===== src/rtl/lsu_pkg.sv =====
package lsu_pkg;
    localparam int LSU_DW    = 32;
    localparam int LSU_LANES = LSU_DW / 8;
    localparam int LSU_OFF_W = $clog2(LSU_LANES);

    typedef struct packed {
        logic                 vld;
        logic                 word;
        logic [LSU_OFF_W-1:0] lane;
    } lsu_pend_t;
endpackage


===== src/rtl/lsu_lane_map.sv =====
module lsu_lane_map
    import lsu_pkg::*;
#(
    parameter bit BIG_ENDIAN = 1'b1
) (
    input  logic [LSU_OFF_W-1:0] byte_off,
    output logic [LSU_OFF_W-1:0] lane
);
    generate
        if (BIG_ENDIAN) begin : g_big
            assign lane = LSU_OFF_W'(LSU_LANES - 1) - byte_off;
        end else begin : g_little
            assign lane = byte_off;
        end
    endgenerate
endmodule


===== src/rtl/lsu_store_path.sv =====
module lsu_store_path
    import lsu_pkg::*;
(
    input  logic                 wr_ok,
    input  logic                 is_word,
    input  logic [LSU_OFF_W-1:0] lane,
    input  logic [LSU_DW-1:0]    st_data,
    output logic [LSU_LANES-1:0] we,
    output logic [LSU_DW-1:0]    wdata
);
    for (genvar k = 0; k < LSU_LANES; k++) begin : g_lane
        assign we[k]          = wr_ok & (is_word | (lane == LSU_OFF_W'(k)));
        assign wdata[k*8 +: 8] = is_word ? st_data[k*8 +: 8] : st_data[7:0];
    end
endmodule


===== src/rtl/lsu_load_align.sv =====
module lsu_load_align
    import lsu_pkg::*;
(
    input  logic                 is_word,
    input  logic [LSU_OFF_W-1:0] lane,
    input  logic [LSU_DW-1:0]    rdata,
    output logic [LSU_DW-1:0]    data
);
    logic [7:0] bytes [LSU_LANES];
    logic [7:0] sel;

    for (genvar k = 0; k < LSU_LANES; k++) begin : g_split
        assign bytes[k] = rdata[k*8 +: 8];
    end

    always_comb begin
        sel  = bytes[lane];
        data = is_word ? rdata : {{(LSU_DW-8){sel[7]}}, sel};
    end
endmodule


===== src/rtl/lsu_be.sv =====
module lsu_be
    import lsu_pkg::*;
#(
    parameter int ADDR_W     = 32,
    parameter bit BIG_ENDIAN = 1'b1
) (
    input  logic                   clk,
    input  logic                   rst_n,
    input  logic                   req_valid,
    input  logic                   req_store,
    input  logic                   req_word,
    input  logic [ADDR_W-1:0]      req_addr,
    input  logic [LSU_DW-1:0]      req_wdata,
    output logic [ADDR_W-LSU_OFF_W-1:0] mem_addr,
    output logic                   mem_re,
    output logic [LSU_LANES-1:0]   mem_we,
    output logic [LSU_DW-1:0]      mem_wdata,
    input  logic [LSU_DW-1:0]      mem_rdata,
    output logic                   misalign,
    output logic                   ld_valid,
    output logic [LSU_DW-1:0]      ld_data
);
    logic [LSU_OFF_W-1:0] off;
    logic [LSU_OFF_W-1:0] req_lane;
    logic                 wr_ok;
    lsu_pend_t            pend_d, pend_q;

    assign off      = req_addr[LSU_OFF_W-1:0];
    assign mem_addr = req_addr[ADDR_W-1:LSU_OFF_W];
    assign misalign = req_valid & req_word & (off != '0);
    assign wr_ok    = req_valid & req_store & ~misalign;
    assign mem_re   = req_valid & ~req_store & ~misalign;

    lsu_lane_map #(.BIG_ENDIAN(BIG_ENDIAN)) u_map (
        .byte_off (off),
        .lane     (req_lane)
    );

    lsu_store_path u_st (
        .wr_ok   (wr_ok),
        .is_word (req_word),
        .lane    (req_lane),
        .st_data (req_wdata),
        .we      (mem_we),
        .wdata   (mem_wdata)
    );

    always_comb begin
        pend_d      = pend_q;
        pend_d.vld  = mem_re;
        pend_d.word = req_word;
        pend_d.lane = req_lane;
    end

    always_ff @(posedge clk or negedge rst_n) begin
        if (!rst_n) pend_q <= '0;
        else        pend_q <= pend_d;
    end

    lsu_load_align u_ld (
        .is_word (pend_q.word),
        .lane    (pend_q.lane),
        .rdata   (mem_rdata),
        .data    (ld_data)
    );

    assign ld_valid = pend_q.vld;

    AST_MISALIGN_NO_WRITE: assert property (@(posedge clk) disable iff (!rst_n)
        misalign |-> (mem_we == '0 && !mem_re));
    AST_MISALIGN_NO_RESULT: assert property (@(posedge clk) disable iff (!rst_n)
        misalign |=> !ld_valid);
    AST_BYTE_STORE_ONE_LANE: assert property (@(posedge clk) disable iff (!rst_n)
        (req_valid && req_store && !req_word) |-> $countones(mem_we) == 1);
    AST_LOAD_NO_WRITE: assert property (@(posedge clk) disable iff (!rst_n)
        (req_valid && !req_store) |-> mem_we == '0);
    AST_RESULT_AFTER_READ: assert property (@(posedge clk) disable iff (!rst_n)
        ld_valid |-> $past(mem_re));
    AST_BYTE_NEVER_MISALIGNED: assert property (@(posedge clk) disable iff (!rst_n)
        (req_valid && !req_word) |-> !misalign);
    AST_WORD_STORE_FULL: assert property (@(posedge clk) disable iff (!rst_n)
        (req_valid && req_store && req_word && !misalign) |-> mem_we == '1);
endmodule


===== config.mk =====
export PLATFORM = sky130hd
export DESIGN_NAME = lsu_be
export DESIGN_NICKNAME = d
export VERILOG_FILES = /design/src/rtl/lsu_pkg.sv /design/src/rtl/lsu_lane_map.sv /design/src/rtl/lsu_store_path.sv /design/src/rtl/lsu_load_align.sv /design/src/rtl/lsu_be.sv
export SDC_FILE = /design/constraint.sdc
export NUM_CORES = 1
export LEC_CHECK = 0
export BUFFER_PORTS_ARGS = -buffer_cell sky130_fd_sc_hd__buf_2
export CORE_AREA = 2 2 79 81
export DETAILED_ROUTE_END_ITERATION = 8
export DIE_AREA = 0 0 81 83
export PLACE_DENSITY = 0.73
export SETUP_SLACK_MARGIN = 0.4
export SKIP_LAST_GASP = 1
export SLEW_MARGIN = 20
export SYNTH_ARGS = -nofsm -noshare
export SYNTH_HDL_FRONTEND = slang
export SYNTH_SLANG_ARGS = --single-unit

===== constraint.sdc =====
create_clock -name clk -period 1.9 [get_ports clk]
set_clock_uncertainty 0.2 [all_clocks]
set_input_delay 0.57 -clock clk [delete_from_list [all_inputs] [get_ports clk]]
set_output_delay 0.57 -clock clk [all_outputs]
set_load 0.1 [all_outputs]

==> results.txt <==
Synthesis inferred 4 register bits. The achievable clock frequency is 0.4062 GHz. The commonest cells after synthesis are nand2_1, buf_4, o221ai_2. The total number of yosys warnings is 0. The total die area came out at 6723 µm². The net count of the finished layout is 475. The global routing usage on met3 came out at 11.63%. The proportion of power drawn by the clock network came out at 6.3%.

The final routed DRC violation total is 0. The maximum clock insertion buffer count is 2. The transition at the pin with the smallest max-transition slack came out at 495.9 ps. The first detailed-routing pass took 4 iterations. The power share of the sequential group came out at 3.6%.

The root buffer cell chosen for the clock tree is clkbuf_8. The horizontal extent of the die came out at 81 µm. The clock net sink count is 4.

Once the floorplan was initialized, standard cells occupied 27.65% of the core. The weighted congestion reported at the end of routability-driven placement came out at 0.7932. Ranked by total cell area, the synthesized netlist is headed by buf_4, o221ai_2, nand2_1. The final-report hold violation count came to 0. The mapped cell area is 1608 µm². The stage delay of the slowest cell on the critical path is 480 ps.

The number of port buffers came out at 141. For this run, the leading register cell type out of synthesis is dfrtp_1. The worst supply voltage drop on vdd is 0.4183 mV. The total congestion overflow is 0. The critical path goes through mux2i_4, buf_12, buf_8, o221ai_4, buf_12. The worst hold path class is in -> reg. The final critical path takes up 129.6% of the cycle. For this run, global-route usage on met1 was measured as 31.27%.

The combined area of the multi-input logic cells came out at 2216 µm². The final-report max-slew violation count is 0. The detailed-route wire length per cell is 24.38 µm. The number of antenna violations at the first check in global routing is 0. In the post-synthesis netlist, the cell with the most instances is nand2_1. The final worst-path setup slack came out at -561.9 ps. The cell type with the highest aggregate area in the netlist is buf_4. The fill cell instance count of the final layout is 213. In this run the remaining antenna-violating nets after routing total 0.

The worst hold slack is 459.3 ps. The initial DRC count came out at 79. The repair_antennas step left the layout with diodes totalling 0. The final total negative setup slack came out at -23,830 ps.

The final critical path time including I/O delays and setup came out at 2462 ps. The boundary pin count came out at 202. The first global-routing pass estimated 15,640 µm of wire.

STA classifies the critical path endpoint as a primary output. Net switching is 57.15% of the power. The layer with the highest usage is met2. The share of flip-flops with an asynchronous set or reset came out at 100.0%. The flow ran to the end, but the final reports show violations. The most prevalent standard cell on the critical path is buf_12. The internal power summed over all cells came out at 1.181 mW.

The number of distinct library cells after synthesis came out at 28. The count of buffer and inverter cells on the critical path is 3. The required time at the endpoint of the critical path is 1130 ps. In the final layout, the share of cells above drive strength 1 is 86.29%. The height of the chip came out at 83 µm. The final reports fail on negative setup slack. The post-synthesis cell count is 219.

In this run the power density over the cells is 532.8 nW/µm². The vias after detailed routing is 2,368. The worst setup path is of the reg -> out kind. Entering global routing, the biggest net connects 17 pins. Setup repair after global routing could not meet its margin everywhere.

The final HPWL from detailed placement came out at 6694 µm. The proportion of power drawn by combinational gates is 90.1%. TritonCTS built the clock tree. Counting every net in the synthesized netlist gives 320. The slowest stage of the critical path belongs to the cell dfrtp_2. The via count of the first global-routing pass came out at 2,824. The met2 track demand over resource in global routing came out at 55.07%. On the critical path the largest part of the delay comes from buffers and inverters. The total global-route track usage came out at 30.60%. The core utilization of the finished layout is 88.94%. The data arrival time of the critical path is 1690 ps. The share of the Yosys chip area taken by registers is 6.226%. The static leakage is 2.224 nW. The number of levels the H-tree was split into is 1. The mean area per synthesized cell came out at 7.342 µm².

The cell row count came out at 28. The clock-pin slew on the worst setup and hold paths is 30 ps. The count of maximum capacitance violations is 0. The number of clock buffers added by TritonCTS is 3. The sequential standard cell area came out at 105.1 µm². The relative slew slack is 66.85%.

The placeable core region came out at 5816 µm². In this run the worst path has a maximum fanout of 7. The mean number of vias per cell came out at 5.298. The signed area change from the synthesized netlist to the final layout came out at 221.7%.

The nature of the critical path startpoint is a register. The share of the synthesized area in the top cell type is 20.08%. The detailed-route wire length is 10,900 µm. The switching power is 1.575 mW. The number of setup violations in the final report is 62. Yosys mapped a number of flops with a built-in enable equal to 0.
==> through the flow <==
stage	worst slack (ps)	instance area [µm²]	std cells	total power [mW]
final	-561.9	5172	447	2.756
after floorplan	-617.4	3126	219	2.001
after CTS	-529.5	5036	442	2.685
after detailed placement	-483.6	4368	424	2.337
after global placement	-425.5	4368	424	2.297
after global routing	-594.4	5172	447	2.835
==> worst paths after layout <==
kind | start | endpoint | cells past startpoint
min | req_addr[0] | pend_q[0] | 3
min in group asynchronous | rst_n | pend_q[2] | 2
max | pend_q[1] | ld_data[29] | 5
max in group asynchronous | rst_n | pend_q[0] | 2
==> layout make-up <==
type | count | area share (%)
repair buffers | 209 | 51.79
clock buffers | 3 | 0.7983
well taps | 75 | 1.814
inverters | 10 | 0.7257
flip-flops and latches | 4 | 2.032
multi-input cells | 146 | 42.84
==> state kept, by name (all words and copies together) (netlist names) <==
name,cells
ld_valid,1
pend_q,3
==> power groups by stage <==
stage               combinational, mW  clock (mW)  sequential [mW]
finish                           2.48       0.173           0.0998
detailed placement               2.24           0           0.0988
CTS                              2.41       0.179           0.0983
global route                     2.55       0.190           0.0998
floorplan                        1.90           0            0.102
global placement                 2.20           0           0.0982
==> cells by family (layout without fill, tap and decap cells) <==
group,after synthesis,count (layout),share of synthesized area [%]
buffers and inverters,69,222,31.44
multiplexers,9,9,6.070
AND/OR/NAND/NOR,100,100,28.64
XOR/XNOR,2,2,1.090
flip-flops,4,4,6.226
AO/OA/AOI/OAI,35,35,26.54
==> layer usage <==
metal / share of wire [%] / vias to the layer above
met2: 54 / 153
li1: - / 1039
met1: 33 / 1148
met3: 8.9 / 28
met4: 3.4 / 0
met5: 0 / -
==> layout by cell type, fill, tap and decap left out, types with 2 or more instances in the layout <==
cell type / n
buf_12: 79
buf_2: 57
buf_4: 34
nand2_1: 29
nand2_8: 26
o221ai_4: 25
buf_6: 19
nand2_4: 17
buf_8: 15
nand2b_4: 9
inv_1: 9
mux2i_1: 7
a221oi_4: 7
nor4b_2: 5
dfrtp_2: 4
nor3_4: 3
clkbuf_8: 3
buf_16: 3
mux2i_4: 2
nor4b_1: 2
nand2_2: 2
==> timing repair <==
| item | in CTS | in global routing |
|---|---|---|
| endpoints found under the hold margin | 4 | 0 |
| resized for setup | 120 | 19 |
| setup buffers | 11 | 4 |
| cloned | 3 | 1 |
| setup endpoints to repair | 71 | 71 |
| hold buffers | 1 | 0 |
| pin swaps | 37 | 9 |
Note: power is estimated with default switching activity, not from simulation.
